**config.mk**
```make
export PLATFORM = sky130hd
export DESIGN_NAME = spec_bus_term
export DESIGN_NICKNAME = d
export VERILOG_FILES = /design/src/rtl/spec_bus_term_pkg.sv /design/src/rtl/spec_bus_verdict.sv /design/src/rtl/spec_bus_seq.sv /design/src/rtl/spec_bus_term.sv
export SDC_FILE = /design/constraint.sdc
export NUM_CORES = 1
export LEC_CHECK = 0
export CAP_MARGIN = 5
export CORE_AREA = 2 2 39 41
export CTS_BUF_LIST = sky130_fd_sc_hd__clkbuf_2 sky130_fd_sc_hd__clkbuf_4 sky130_fd_sc_hd__clkbuf_8
export DETAILED_ROUTE_END_ITERATION = 8
export DIE_AREA = 0 0 41 43
export DONT_BUFFER_PORTS = 1
export PLACE_DENSITY = 0.37
export SYNTH_ARGS = -nofsm -noshare
export SYNTH_HDL_FRONTEND = slang
export SYNTH_SLANG_ARGS = --single-unit
```
**constraint.sdc**
```tcl
create_clock -name clk -period 1.2 [get_ports clk]
set_input_delay 0.24 -clock clk [delete_from_list [all_inputs] [get_ports clk]]
set_output_delay 0.24 -clock clk [all_outputs]
set_load 0.05 [all_outputs]
```
**src/rtl/spec_bus_term_pkg.sv**
```systemverilog
package spec_bus_term_pkg;

    typedef enum logic [1:0] {
        ST_IDLE   = 2'd0,
        ST_ACTIVE = 2'd1,
        ST_DRAIN  = 2'd2
    } cyc_state_e;

endpackage

```
**src/rtl/spec_bus_verdict.sv**
```systemverilog
// Folds any number of ready/result check pairs into one readiness flag and one pass flag.
module spec_bus_verdict #(
    parameter int NCHK = 2
) (
    input  logic [NCHK-1:0] rdy_i,
    input  logic [NCHK-1:0] ok_i,
    output logic            ready_o,
    output logic            pass_o
);
    logic [NCHK:0] rdy_chain;
    logic [NCHK:0] ok_chain;

    assign rdy_chain[0] = 1'b1;
    assign ok_chain[0]  = 1'b1;

    for (genvar g = 0; g < NCHK; g++) begin : g_fold
        assign rdy_chain[g+1] = rdy_chain[g] & rdy_i[g];
        assign ok_chain[g+1]  = ok_chain[g] & ok_i[g];
    end

    assign ready_o = rdy_chain[NCHK];
    assign pass_o  = ok_chain[NCHK];
endmodule

```
**src/rtl/spec_bus_seq.sv**
```systemverilog
// Cycle sequencer: opens a cycle, raises the mode strobe at once, enforces the
// per-mode minimum length and issues the data-take or retry verdict.
module spec_bus_seq
    import spec_bus_term_pkg::*;
#(
    parameter int SYNC_MIN  = 2,
    parameter int ASYNC_MIN = 3
) (
    input  logic clk,
    input  logic rst_n,
    input  logic strobe_i,
    input  logic mode_async_i,
    input  logic ready_i,
    input  logic pass_i,
    output logic sync_end_o,
    output logic async_ack_o,
    output logic retry_o,
    output logic data_take_o
);
    localparam int CMAX = (ASYNC_MIN > SYNC_MIN) ? ASYNC_MIN : SYNC_MIN;
    localparam int CW   = $clog2(CMAX + 1);
    localparam logic [CW-1:0] SMIN  = CW'(SYNC_MIN);
    localparam logic [CW-1:0] AMIN  = CW'(ASYNC_MIN);
    localparam logic [CW-1:0] CTOP  = CW'(CMAX);
    localparam logic [CW-1:0] FIRST = CW'(2);

    typedef struct packed {
        cyc_state_e     st;
        logic           async_m;
        logic [CW-1:0]  clk_no;
    } seq_t;

    seq_t s_q, s_d;
    logic allowed, active, decide;

    always_comb begin
        active  = (s_q.st == ST_ACTIVE);
        allowed = s_q.clk_no >= (s_q.async_m ? AMIN : SMIN);
        decide  = active && strobe_i && allowed && ready_i;

        s_d = s_q;
        unique case (s_q.st)
            ST_IDLE: begin
                if (strobe_i) begin
                    s_d.st      = ST_ACTIVE;
                    s_d.async_m = mode_async_i;
                    s_d.clk_no  = FIRST;
                end
            end
            ST_ACTIVE: begin
                if (!strobe_i) begin
                    s_d.st = ST_IDLE;
                end else if (decide) begin
                    s_d.st = ST_DRAIN;
                end else if (s_q.clk_no < CTOP) begin
                    s_d.clk_no = s_q.clk_no + 1'b1;
                end
            end
            ST_DRAIN: begin
                if (!strobe_i) s_d.st = ST_IDLE;
            end
            default: s_d.st = ST_IDLE;
        endcase
    end

    always_ff @(posedge clk) begin
        if (!rst_n) begin
            s_q.st      <= ST_IDLE;
            s_q.async_m <= 1'b0;
            s_q.clk_no  <= '0;
        end else begin
            s_q <= s_d;
        end
    end

    assign sync_end_o  = active && !s_q.async_m;
    assign async_ack_o = active && s_q.async_m;
    assign data_take_o = decide && pass_i;
    assign retry_o     = decide && !pass_i;


    verdict_then_quiet_chk: assert property (@(posedge clk) disable iff (!rst_n)
        (data_take_o || retry_o) |=> (!sync_end_o && !async_ack_o));


    async_first_clock_chk: assert property (@(posedge clk) disable iff (!rst_n)
        $rose(async_ack_o) |-> (!data_take_o && !retry_o));


    wait_holds_strobe_chk: assert property (@(posedge clk) disable iff (!rst_n)
        ((sync_end_o || async_ack_o) && strobe_i && !ready_i) |=> (sync_end_o || async_ack_o));


    mode_locked_chk: assert property (@(posedge clk) disable iff (!rst_n)
        sync_end_o |=> !async_ack_o);


    retry_only_on_fail_chk: assert property (@(posedge clk) disable iff (!rst_n)
        retry_o |-> (!pass_i && (sync_end_o || async_ack_o)));


    abort_drops_chk: assert property (@(posedge clk) disable iff (!rst_n)
        ((sync_end_o || async_ack_o) && !strobe_i) |=> (!sync_end_o && !async_ack_o));


    single_verdict_chk: assert property (@(posedge clk) disable iff (!rst_n)
        $onehot0({data_take_o, retry_o}));
endmodule

```
**src/rtl/spec_bus_term.sv**
```systemverilog
module spec_bus_term #(
    parameter int SYNC_MIN  = 2,
    parameter int ASYNC_MIN = 3
) (
    input  logic clk,
    input  logic rst_n,
    input  logic addr_strobe_i,
    input  logic mode_async_i,
    input  logic hit_i,
    input  logic hit_ready_i,
    input  logic parity_good_i,
    input  logic parity_ready_i,
    output logic sync_end_o,
    output logic async_ack_o,
    output logic retry_o,
    output logic data_take_o
);
    localparam int NCHK = 2;

    logic ready, pass;

    spec_bus_verdict #(.NCHK(NCHK)) u_verdict (
        .rdy_i   ({parity_ready_i, hit_ready_i}),
        .ok_i    ({parity_good_i, hit_i}),
        .ready_o (ready),
        .pass_o  (pass)
    );

    spec_bus_seq #(.SYNC_MIN(SYNC_MIN), .ASYNC_MIN(ASYNC_MIN)) u_seq (
        .clk          (clk),
        .rst_n        (rst_n),
        .strobe_i     (addr_strobe_i),
        .mode_async_i (mode_async_i),
        .ready_i      (ready),
        .pass_i       (pass),
        .sync_end_o   (sync_end_o),
        .async_ack_o  (async_ack_o),
        .retry_o      (retry_o),
        .data_take_o  (data_take_o)
    );
endmodule

```
==> run metrics <==
failing checks negative setup slack; Worst Max-Slew Pin Slew 0.2220 ns; slowest CP cell dfxtp_2; Antenna diodes 0; Mapped Area 299.0 um^2; core area 1384 um^2; Setup WS post-layout -0.4755 ns; final hold violations 0; Avg Synthesized Cell Area 8.544 um^2; synthesis-to-finish area growth 100.0%; average wire per cell in the routed design 12.62 um; ratio of final minimum period to clock period 1.396; synthesized flop and latch total 5; Pleak 0.2496 nW; number of global-route vias before repair 323; Comb pwr share 0.222; Worst Setup SP u_seq.s_q[0]$_SDFFE_PN0P_; worst path cell trace inv_2 > ha_4 > nand2b_4 > nand2_4 > nor3b_4 > buf_12; clk buf depth 2; DRT iter0 DRCs 3; FMAX 596.8 MHz; Max rail drop VDD 0.4722 mV; min cycle time layout 1.676 ns; outcome finished, violations left; Placed Instance Area 494.2 um^2; DP HPWL 674.7 um; Syn Inst Count 35; biggest regs u_seq.s_q x5; vias post-DR 325; drt total wl 858 um; Placer Congestion 0.7276; Largest Register u_seq.s_q; RSZ-0062 raised after global routing yes; # clock sinks 5; critical path type reg2out; RR Startpoint u_seq.s_q[0]$_SDFFE_PN0P_; initial antenna violation count 0; Net Sw Frac 0.2586; TritonCTS clock tree done; Max H-tree Level 1; global-route wire length before repair 1276 um; largest net degree at the start of global routing 5; CP Capture Type primary output; max_cap viols 0; Clock Skew 0.002799 ns; Pre-Repair DR Iteration Count 4; Reg power frac 0.352; pre-CTS WS -0.2321 ns; Post-CTS Hold Buffers 0; final setup vio count 8; Slew HR 0.8519; WP data arrival 1.44 ns; delay-heaviest family, CP simple AND/OR/NAND/NOR gates; Min-Delay Path Class in2reg; Ports 12; CP Max Fanout 3; final hold slack 0.1247 ns; clock root buffer clkbuf_4; Rows 14; gr ovfl total 0; Die W 41 um; Pint 0.3824 mW; Net Switching 0.1334 mW; register area share after synthesis 0.3347; DRC 0; final core occ 0.4322; max-slew violation count 0; WP buf/inv 2; Total GRT Usage 0.1133; Nets 63; Die Span Y 43 um; Post-DRT Antenna Nets 0; crit start category register; Fillers 143; setup TNS -1.707 ns; Port Buf Inserts 0; worst hold path startpoint rst_n; max reg flops 5; Num CTS Buffers 3; die area 1763 um^2; synth warn 0; slowest stage delay, CP 0.33 ns; Worst EP required 0.96 ns; PD cells 862.4 nW/um^2; Finished Cell Area 598.1 um^2; Worst-Skew Late Latency 0.24 ns; Clk network pwr share 0.427; Post-Syn Nets 45; Clock transition at path regs 0.04 ns; Initial Util 0.2161; fraction of layout cells with a size suffix above 1 0.6538; Vias per Instance 4.779; synth unique cells 22
==> cell usage after synthesis <==
cell       n  share of area
mux2i_1    2          0.067
nor2_1     3          0.038
ha_1       2          0.084
or3_1      1          0.021
nand2_1    4          0.050
inv_2      1          0.013
or2b_1     1          0.025
and3_1     1          0.021
and2b_1    1          0.025
nand4bb_1  1          0.038
nand2b_1   1          0.021
nand3_1    2          0.033
nor2b_1    1          0.021
nor3b_1    1          0.025
nor3_1     1          0.017
a311oi_1   1          0.029
a21oi_1    2          0.033
inv_1      1          0.013
and2_1     1          0.021
a221oi_1   1          0.029
dfxtp_1    5           0.33
nor3b_2    1          0.042
==> cells in the final DEF (no fill, tap or decap), types with 2 or more instances in the layout <==
master / instances
nand3_1: 2
nand2_1: 3
dfxtp_1: 2
nor3b_4: 2
mux2i_1: 2
dfxtp_2: 3
buf_4: 9
inv_2: 2
nor2_1: 3
clkbuf_4: 4
buf_12: 3
==> worst register-to-register path: stages, from the launching register on <==
cell and delay, ns:
dfxtp_2 0.33, inv_2 0.05, ha_4 0.20, nand2b_4 0.15
buf_4 0.13, buf_6 0.12, a21oi_4 0.15, mux2i_1 0.19
==> metal layers <==
layer / GRT usage / up-vias / wire, um
li1: - / 159 / -
met4: 0.04000 / 0 / 0
met1: 0.1186 / 157 / 280
met3: 0.08377 / 0 / 66
met2: 0.1688 / 9 / 511
met5: 0 / - / 0
==> worst paths after layout <==
| path | cells past startpoint | slack [ns] | endpoint |
|---|---|---|---|
| min reg2reg | 2 | 0.55 | u_seq.s_q[3]$_SDFFE_PN0P_ |
| max reg2reg | 7 | -0.18 | u_seq.s_q[0]$_SDFFE_PN0P_ |
| min | 2 | 0.12 | u_seq.s_q[1]$_SDFFE_PN0P_ |
| max | 6 | -0.48 | retry_o |
==> final cells by class <==
cell class	instances	area, um^2	area share
Multi-Input combinational cell	28	297.8	0.4979
Timing Repair Buffer	13	138.9	0.2322
Clock buffer	4	30.03	0.05021
Tap cell	16	20.02	0.03347
Inverter	2	7.507	0.01255
Sequential cell	5	103.9	0.1736
==> kinds of logic after synthesis <==
| family | after synthesis | synth area share |
|---|---|---|
| buffers and inverters | 2 | 0.02508 |
| flip-flops | 5 | 0.3347 |
| AND/OR/NAND/NOR | 20 | 0.3975 |
| multiplexers | 2 | 0.06695 |
| AO/OA/AOI/OAI | 4 | 0.09206 |
| adder cells (fa/ha/maj) | 2 | 0.08367 |
==> through the flow <==
step,power [mW],cells
after CTS,0.5129,67
after detailed placement,0.2783,62
after global routing,0.5467,68
after global placement,0.2757,62
after floorplan,0.2430,35
final,0.5158,68
==> repair_timing <==
item / 4_1_cts / 5_1_grt
buffers inserted: 1 / 1
pin swaps: 2 / 2
gates resized for setup: 5 / 7
endpoints found under the setup margin: 7 / 9
==> power by group through the flow <==
| stage | Sequential [mW] | Combinational [mW] | Clock, mW |
|---|---|---|---|
| 2_1_floorplan | 0.185 | 0.0581 | 0 |
| 3_3_place_gp | 0.184 | 0.0920 | 0 |
| 3_5_place_dp | 0.184 | 0.0943 | 0 |
| 4_1_cts | 0.181 | 0.103 | 0.229 |
| 5_1_grt | 0.182 | 0.123 | 0.242 |
| 6_report | 0.181 | 0.114 | 0.220 |
Note: power is estimated with default switching activity, not from simulation.
